[src/rtl/trap_deleg_pkg.sv]
package trap_deleg_pkg;
  localparam int unsigned NUM_CAUSE = 16;
  localparam int unsigned CAUSE_W   = $clog2(NUM_CAUSE);
  localparam int unsigned PRIV_W    = 2;
  // causes 10 and 14 are reserved
  localparam logic [NUM_CAUSE-1:0] RSVD_MASK = 16'h4400;

  typedef enum logic [PRIV_W-1:0] {
    PRIV_U = 2'b00,
    PRIV_S = 2'b01,
    PRIV_M = 2'b11
  } priv_e;
endpackage

[src/rtl/deleg_reg.sv]
module deleg_reg #(
  parameter int unsigned WIDTH = 16,
  parameter logic [WIDTH-1:0] FIXED_ZERO = '0
) (
  input  logic             clk_i,
  input  logic             rst_ni,
  input  logic             we_i,
  input  logic [WIDTH-1:0] wdata_i,
  output logic [WIDTH-1:0] rdata_o
);
  logic [WIDTH-1:0] q;

  always_ff @(posedge clk_i or negedge rst_ni) begin
    if (!rst_ni)   q <= '0;
    else if (we_i) q <= wdata_i & ~FIXED_ZERO;
  end

  assign rdata_o = q;

  AST_HOLD_NO_WRITE: assert property (@(posedge clk_i) disable iff (!rst_ni)
    !we_i |=> $stable(rdata_o));
endmodule

[src/rtl/deleg_select.sv]
module deleg_select
  import trap_deleg_pkg::*;
(
  input  logic [CAUSE_W-1:0]   cause_i,
  input  logic [PRIV_W-1:0]    cur_priv_i,
  input  logic [NUM_CAUSE-1:0] mdlg_i,
  input  logic [NUM_CAUSE-1:0] sdlg_i,
  input  logic                 s_ext_en_i,
  input  logic                 n_ext_en_i,
  output logic [PRIV_W-1:0]    tgt_priv_o
);
  logic [PRIV_W-1:0] cur_norm;
  logic [PRIV_W-1:0] pick;

  // 2'b10 is not a legal level; fold it into machine
  assign cur_norm = (cur_priv_i == 2'b10) ? PRIV_M : cur_priv_i;

  always_comb begin
    if (n_ext_en_i && sdlg_i[cause_i])      pick = PRIV_U;
    else if (s_ext_en_i && mdlg_i[cause_i]) pick = PRIV_S;
    else                                    pick = PRIV_M;
  end

  assign tgt_priv_o = (pick < cur_norm) ? cur_norm : pick;
endmodule

[src/rtl/trap_deleg_unit.sv]
module trap_deleg_unit
  import trap_deleg_pkg::*;
(
  input  logic                 clk_i,
  input  logic                 rst_ni,
  input  logic                 mdlg_we_i,
  input  logic [NUM_CAUSE-1:0] mdlg_wdata_i,
  output logic [NUM_CAUSE-1:0] mdlg_rdata_o,
  input  logic                 sdlg_we_i,
  input  logic [NUM_CAUSE-1:0] sdlg_wdata_i,
  output logic [NUM_CAUSE-1:0] sdlg_rdata_o,
  input  logic                 s_ext_en_i,
  input  logic                 n_ext_en_i,
  input  logic                 req_valid_i,
  input  logic [CAUSE_W-1:0]   req_cause_i,
  input  logic [PRIV_W-1:0]    req_priv_i,
  output logic                 rsp_valid_o,
  output logic [PRIV_W-1:0]    rsp_priv_o
);
  logic [PRIV_W-1:0] tgt_priv;

  deleg_reg #(.WIDTH(NUM_CAUSE), .FIXED_ZERO(RSVD_MASK)) i_mdlg (
    .clk_i, .rst_ni, .we_i(mdlg_we_i), .wdata_i(mdlg_wdata_i), .rdata_o(mdlg_rdata_o));

  deleg_reg #(.WIDTH(NUM_CAUSE), .FIXED_ZERO(RSVD_MASK)) i_sdlg (
    .clk_i, .rst_ni, .we_i(sdlg_we_i), .wdata_i(sdlg_wdata_i), .rdata_o(sdlg_rdata_o));

  deleg_select i_sel (
    .cause_i(req_cause_i), .cur_priv_i(req_priv_i),
    .mdlg_i(mdlg_rdata_o), .sdlg_i(sdlg_rdata_o),
    .s_ext_en_i, .n_ext_en_i, .tgt_priv_o(tgt_priv));

  always_ff @(posedge clk_i or negedge rst_ni) begin
    if (!rst_ni) begin
      rsp_valid_o <= 1'b0;
      rsp_priv_o  <= PRIV_M;
    end else begin
      rsp_valid_o <= req_valid_i;
      if (req_valid_i) rsp_priv_o <= tgt_priv;
    end
  end

  AST_VALID_NEXT: assert property (@(posedge clk_i) disable iff (!rst_ni)
    req_valid_i |=> rsp_valid_o);
  AST_PRIV_HELD: assert property (@(posedge clk_i) disable iff (!rst_ni)
    !req_valid_i |=> $stable(rsp_priv_o) && !rsp_valid_o);
  AST_NO_LOWER: assert property (@(posedge clk_i) disable iff (!rst_ni)
    rsp_valid_o |-> rsp_priv_o >= $past(req_priv_i));
  AST_LEGAL_PRIV: assert property (@(posedge clk_i) disable iff (!rst_ni)
    rsp_priv_o != 2'b10);
  AST_USER_NEEDS_N: assert property (@(posedge clk_i) disable iff (!rst_ni)
    rsp_valid_o && rsp_priv_o == PRIV_U |-> $past(n_ext_en_i));
  AST_SUPER_SRC: assert property (@(posedge clk_i) disable iff (!rst_ni)
    rsp_valid_o && rsp_priv_o == PRIV_S |-> $past(s_ext_en_i) || $past(req_priv_i) == PRIV_S);
endmodule

[config.mk]
export PLATFORM = sky130hd
export DESIGN_NAME = trap_deleg_unit
export DESIGN_NICKNAME = d
export VERILOG_FILES = /design/src/rtl/trap_deleg_pkg.sv /design/src/rtl/deleg_reg.sv /design/src/rtl/deleg_select.sv /design/src/rtl/trap_deleg_unit.sv
export SDC_FILE = /design/constraint.sdc
export NUM_CORES = 1
export LEC_CHECK = 0
export BUFFER_PORTS_ARGS = -buffer_cell sky130_fd_sc_hd__buf_2
export CAP_MARGIN = 20
export CELL_PAD_IN_SITES_DETAIL_PLACEMENT = 1
export CELL_PAD_IN_SITES_GLOBAL_PLACEMENT = 1
export CORE_UTILIZATION = 31
export DETAILED_ROUTE_END_ITERATION = 8
export PLACE_DENSITY_LB_ADDON = 0.1
export SYNTH_ARGS = -nofsm -noshare
export SYNTH_HDL_FRONTEND = slang
export SYNTH_HIERARCHICAL = 1
export SYNTH_SLANG_ARGS = --single-unit
[constraint.sdc]
create_clock -name clk_i -period 1.6 [get_ports clk_i]
set_input_delay 0.24 -clock clk_i [delete_from_list [all_inputs] [get_ports clk_i]]
set_output_delay 0.24 -clock clk_i [all_outputs]
set_load 0.05 [all_outputs]
==> summary.md, run 1 <==
| Metric | Value |
|---|---|
| Status | complete, but fails checks |
| Violations in the final reports | negative setup slack |
| DR vias/cell | 4.47 |
| Starting DRC count in detailed routing | 20 |
| Max clock buf depth | 2 |
| Clk_skew | about 0.0056 ns |
| Logic pwr share | roughly 34% |
| Maxcap violations | 0 |
| Netlist cell types | 26 |
| Post-synth top area cell | dfrtp_1 |
| Tmin final | around 2.0 ns |
| Met3 WL | between 200 and 300 um |
| Layout area overhead | 45.5% |
| Max Freq | roughly 510 MHz |
| GP Congestion | between 0.7 and 0.8 |
| CP arrival | between 2 and 2.5 ns |
| R2r startpoint | i_sdlg/rdata_o[0] |
| Max transition margin | 53.2% |
| Final HPWL DP | roughly 3200 um |
| Post-DP Area | 2190 um2 |
| Crit start category | flip-flop |
| Pint | 1.47 mW |
| Worst path slowest cell | dfrtp_2 |
| Hold Crit Class | input pin to async pin |
| Initial DRT Pass Iterations | 4 |
| Synthesized cell area | about 1600 um2 |
| Nets@finish | between 200 and 300 |
| Worst path max stage delay | between 0.4 and 0.5 ns |
| CTS Root Cell | clkbuf_8 |
| First-pass GRT wire length | between 6000 and 7000 um |
| Post-place setup slack | -0.646 ns |
| Final Cycle Share | 123% |
| Unrepaired setup endpoints after global routing | true |
| Post-synth ARST share | 100% |
| Synth Flop Type | dfrtp_1 |
| Die height | about 73 um |
| Cell Chain, Critical Path | mux2i_1, a22oi_1, nand3_1, o21ai_2, a311o_1, ha_1, nor2b_1, o22ai_1, mux2_4 |
| Switching share of power | between 30% and 40% |
| Num rows | 25 |
| PwrDens | roughly 1000 nW/um2 |
| CTS tree | yes |
| Final hold violation count | 0 |
| Vias in the first global route | approximately 1400 |
| Critical Path Sink Type | flip-flop |
| Crit Path Class | flip-flop to flip-flop |
| Hold Buf Count CTS | 0 |
| Leading cell type by number of instances after synthesis | mux2_2 |
| Antenna violations before repair | 0 |
| Crit path launch | i_sdlg/rdata_o[0] |
| Vias | ~1300 |
| Met2 wire length | around 2000 um |
| Worst Path Max Fanout | 2 |
| Grt ovf | 0 |
| Sequential share of power | roughly two fifths |
| Yosys reg bits | 31 |
| Ys Warns | 6 |
| Max-slew violation count | 0 |
| Htree depth | 2 |
| Slack of the critical path | -0.372 ns |
| Antenna fix cells | 0 |
| # DRC | 0 |
| Slew @ Worst Pin | approximately 0.70 ns |
| Share of cells above drive strength 1 | 75.3% |
| Input/output buffers | just over 70 |
| Synth area leaders | dfrtp_1, mux2_2, mux2i_1 |
| Die area | roughly 5300 um2 |
| Pleak | between 1 and 1.5 nW |
| Chip Width | between 70 and 80 um |
| Routed WL per cell | 13.6 um |
| Sink Count | 31 |
| Syn Area/Cell | approximately 13 um2 |
| Worst vdd ir | 600 uV |
| Total GRT Usage | 16.0% |
| Overall routed net length | 3950 um |
| Post-synth top cells | mux2_2, dfrtp_1, mux2i_1 |
| Starting Density | 32.8% |
| FILL cells | 552 |
| Post-synthesis sequential area ratio | around half |
| Required @ worst endpoint | 1.81 ns |
| Crit path max-delay family | compound AO/OA/AOI/OAI gates |
| Pin count of the biggest net entering global routing | 32 |
| Worst-Skew Late Latency | 0.28 ns |
| Max layer used | met4 |
| CTS clk-pin slew, worst paths | ~0.07 ns |
| Gate Count Post-Synth | 120 |
| Yosys top cell area share | between 40% and 50% |
| Post-route met1 wirelength | 1610 um |
| Clock group share of total power | between 20% and 30% |
| Number of enable flip-flop cells after synthesis | 0 |
| Final setup fails | 2 |
| Cts bufs inserted | 5 |
| Core area | 4790 um2 |
| Final Cell Area | between 2000 and 2500 um2 |
| Post-layout util | between 40% and 50% |
| Switching power total | about 0.83 mW |
| DRT antenna net count | 0 |
| I/O pin cnt | 80 |
| Worst path bufs/invs | 0 |
[stage by stage]
step / power, mW / instances / hold WS (ns) / TNS, ns
after global placement: 1.72 / 282 / 0.308 / -0.852
after global routing: 2.44 / 290 / 0.0474 / -0.623
after CTS: 2.34 / 290 / 0.0246 / -0.439
final: 2.30 / 290 / 0.00428 / -0.378
after detailed placement: 1.74 / 282 / 0.333 / -0.956
after floorplan: 1.46 / 122 / -0.0556 / -0.462
[cell families after synthesis]
group	Yosys count	share of synthesized area, %
multiplexers	46	31.7
flip-flops	31	49.6
AND/OR/NAND/NOR	18	6.06
buffers and inverters	11	6.06
AO/OA/AOI/OAI	10	4.47
adder cells (fa/ha/maj)	2	1.59
other	2	0.479
[layout make-up]
| type | instances | area [um2] | area share, % |
|---|---|---|---|
| clock buffers | 5 | 68.8 | 3.01 |
| well taps | 67 | 83.8 | 3.67 |
| inverters | 3 | 11.3 | 0.493 |
| multi-input cells | 80 | 719 | 31.5 |
| flip-flops and latches | 31 | 805 | 35.2 |
| repair buffers | 101 | 581 | 25.4 |
| clock inverters | 3 | 15.0 | 0.658 |
[placed cells by master (no fill, tap or decap), types with 2 or more instances in the layout]
master     n
a311oi_1   2
nand2_1    6
conb_1     4
clkbuf_8   5
buf_4     30
clkinv_2   3
ha_1       2
buf_2     71
inv_1      3
nor2_1     2
mux2_2    29
nand3_1    4
dfrtp_1    8
dfstp_2    2
mux2i_1   15
dfrtp_2   21
a21oi_1    2
[repair_timing]
| item | in CTS | in global routing |
|---|---|---|
| setup endpoints to repair | 2 | 2 |
| gates resized for setup | 0 | 2 |
| pin swaps | 1 | 1 |
| buffers inserted | 0 | 0 |
[metal layers]
| metal | global-route usage (%) | vias to the layer above |
|---|---|---|
| li1 | - | 625 |
| met1 | 18.3 | 623 |
| met2 | 27.8 | 45 |
| met3 | 5.25 | 4 |
| met4 | 5.88 | 0 |
| met5 | 0 | - |
[state kept, by name, summed over array words and instances, names as in the netlist]
signal	flops
rsp_valid_o	1
rsp_priv_o	2
i_sdlg/rdata_o	14
i_mdlg/rdata_o	14
[power groups by stage]
stage	Clock, mW	Sequential (mW)	Combinational (mW)
after floorplan	0	1.24	0.225
after global placement	0	0.945	0.776
after detailed placement	0	0.946	0.795
after CTS	0.611	0.932	0.797
after global routing	0.653	0.942	0.844
final	0.583	0.931	0.791
[worst paths after layout]
check | endpoint | slack (ns) | cells after the start
worst min-delay path | i_mdlg/rdata_o[13] | 0.004 | 1
worst max register to register | rsp_priv_o[0] | -0.37 | 9
min in group clk_i | rsp_valid_o | 0.12 | 1
worst max-delay path | rsp_priv_o[0] | -0.37 | 9
max in group asynchronous | i_sdlg/rdata_o[6] | 1.10 | 1
worst min register to register | i_sdlg/rdata_o[5] | 0.54 | 1
Note: power is estimated with default switching activity, not from simulation.
==> run 2, diff against run 1 <==
--- a/config.mk
+++ b/config.mk
@@ -11,8 +11,10 @@
 export CELL_PAD_IN_SITES_GLOBAL_PLACEMENT = 1
 export CORE_UTILIZATION = 31
 export DETAILED_ROUTE_END_ITERATION = 8
+export MAX_ROUTING_LAYER = met4
 export PLACE_DENSITY_LB_ADDON = 0.1
 export SYNTH_ARGS = -nofsm -noshare
 export SYNTH_HDL_FRONTEND = slang
 export SYNTH_HIERARCHICAL = 1
 export SYNTH_SLANG_ARGS = --single-unit
+export TNS_END_PERCENT = 30
==> summary.md, run 2 (synthesis gave the netlist of run 1 again) <==
| Metric | Value |
|---|---|
| Status | complete, but fails checks |
| Violations in the final reports | negative setup slack |
| Worst vdd ir | ~560 uV |
| Antenna fix cells | 0 |
| Worst path slowest cell | dfrtp_2 |
| Final Cycle Share | 120% |
| Critical Path Sink Type | flip-flop |
| Total GRT Usage | 16.4% |
| R2r startpoint | i_sdlg/rdata_o[7] |
| Max transition margin | between 50% and 60% |
| Maxcap violations | 0 |
| Worst path max stage delay | approximately 0.4 ns |
| Slack of the critical path | -0.320 ns |
| Crit start category | flip-flop |
| Commonest cells after routing, fill and taps aside | buf_2, buf_4, mux2_2, dfrtp_2, mux2i_1 |
| Share of cells above drive strength 1 | roughly 73% |
| I/O pin cnt | 80 |
| Max-slew violation count | 0 |
| Cell Chain, Critical Path | mux2i_1, a311oi_1, nand3_1, o21ai_2, a311o_1, ha_1, nor2b_1, o22ai_1, mux2_4 |
| Tmin final | 1.92 ns |
| Hold Crit Class | input pin to async pin |
| CTS clk-pin slew, worst paths | ~0.060 ns |
| Overall routed net length | 4020 um |
| Starting DRC count in detailed routing | 35 |
| Post-Layout Cell Count | roughly 290 |
| Num rows | 25 |
| GP Congestion | about 0.76 |
| Worst-Skew Late Latency | 0.27 ns |
| Crit Path Class | flip-flop to flip-flop |
| Cts bufs inserted | 5 |
| Nets@finish | roughly 270 |
| Chip Width | 73.1 um |
| DR vias/cell | approximately 4.5 |
| Fin Hold WS | between 0.01 and 0.015 ns |
| Vias | 1306 |
| Pin count of the biggest net entering global routing | 32 |
| Hold Buf Count CTS | 0 |
| Routed WL per cell | ~14 um |
| Most common cell after layout, fill and taps aside | buf_2 |
| Input/output buffers | roughly 70 |
| Max Freq | 521 MHz |
| CP arrival | around 2.1 ns |
| Final hold violation count | 0 |
| Max clock buf depth | 2 |
| Vias in the first global route | 1366 |
| Final setup fails | 1 |
| Worst path bufs/invs | 0 |
| First-pass GRT wire length | 6380 um |
| Crit path max-delay family | compound AO/OA/AOI/OAI gates |
| Dpl cells | 280 |
| Pleak | approximately 1.1 nW |
| Grt ovf | 0 |
| Post-DP Area | about 2200 um2 |
| Die height | roughly 73 um |
| Sink Count | 31 |
| CTS Root Cell | clkbuf_8 |
| Core area | between 4000 and 5000 um2 |
| PwrDens | roughly 1000 nW/um2 |
| Htree depth | 2 |
| Final HPWL DP | between 3000 and 4000 um |
| Crit path launch | i_sdlg/rdata_o[7] |
| Final Cell Area | 2270 um2 |
| FILL cells | around 570 |
| DRT antenna net count | 0 |
| Required @ worst endpoint | ~1.8 ns |
| Worst Path Max Fanout | 2 |
| CTS tree | yes |
| TNS Setup | -0.320 ns |
| Antenna violations before repair | 0 |
| Slew @ Worst Pin | about 0.70 ns |
| Starting Density | about a third |
| Clk_skew | just under 0.004 ns |
| Die area | ~5300 um2 |
| Unrepaired setup endpoints after global routing | true |
| Layout area overhead | 44.4% |
| # DRC | 0 |
| Initial DRT Pass Iterations | 4 |
## run 2: changes by cell type in the layout (fill, tap and decap cells not counted)
| cell | before | now |
|---|---|---|
| mux2i_2 | 1 | 0 |
| mux2i_1 | 15 | 16 |
| clkinv_2 | 3 | 0 |
| a22oi_1 | 1 | 2 |
| clkbuf_1 | 0 | 3 |
| buf_2 | 71 | 70 |
| a22oi_2 | 1 | 0 |
## run 2: layout make-up
type | instances | area [um2] | share of cell area [%]
clock buffer | 8 | 80.1 | 3.53
inverter | 3 | 11.3 | 0.497
multi-input combinational | 80 | 711 | 31.4
sequential | 31 | 805 | 35.5
tap | 67 | 83.8 | 3.70
timing repair buffer | 100 | 576 | 25.4
## run 2: final timing paths
kind	cells after the start	endpoint	slack [ns]
max in group asynchronous	1	i_mdlg/rdata_o[6]	1.09
worst max-delay path	9	rsp_priv_o[0]	-0.32
worst min register to register	1	i_sdlg/rdata_o[2]	0.53
min in group clk_i	1	rsp_valid_o	0.13
worst max register to register	9	rsp_priv_o[0]	-0.32
worst min-delay path	1	i_mdlg/rdata_o[3]	0.01
## run 2: layer usage
metal | global-route usage (%) | wire length, um | vias to the layer above
li1 | - | - | 626
met1 | 18.9 | 1640 | 630
met2 | 27.8 | 2070 | 46
met3 | 4.97 | 272 | 4
met4 | 4.14 | 34 | 0
met5 | - | 0 | -
## run 2: metrics by stage
step / power [mW] / utilization, % / setup slack, ns
2_1_floorplan: 1.46 / - / -0.383
3_3_place_gp: 1.71 / 45.5 / -0.568
4_1_cts: 2.32 / 47.2 / -0.360
6_report: 2.28 / 47.3 / -0.320
5_1_grt: 2.41 / 47.3 / -0.438
3_5_place_dp: 1.73 / 45.5 / -0.654
## run 2: repair_timing
action                                  4_1_cts  5_1_grt
setup buffers                                 0        1
endpoints found under the setup margin        2        2
resized for setup                             1        0
cloned                                        0        0
pin swaps                                     5        2
## run 2: worst register-to-register path, stage by stage (launching register included)
cell and delay (ns):
dfrtp_2 0.41, mux2i_1 0.18, a311oi_1 0.11, nand3_1 0.09
o21ai_2 0.06, a311o_1 0.28, ha_1 0.27, nor2b_1 0.12
o22ai_1 0.07, mux2_4 0.25
## run 2: where the power goes
part / switching, mW / internal, mW / total, mW / leakage (nW)
combinational: 0.496 / 0.288 / 0.784 / 0.736
sequential: 0.0507 / 0.881 / 0.932 / 0.339
clock: 0.257 / 0.308 / 0.565 / 0.0395
total: 0.804 / 1.48 / 2.28 / 1.11
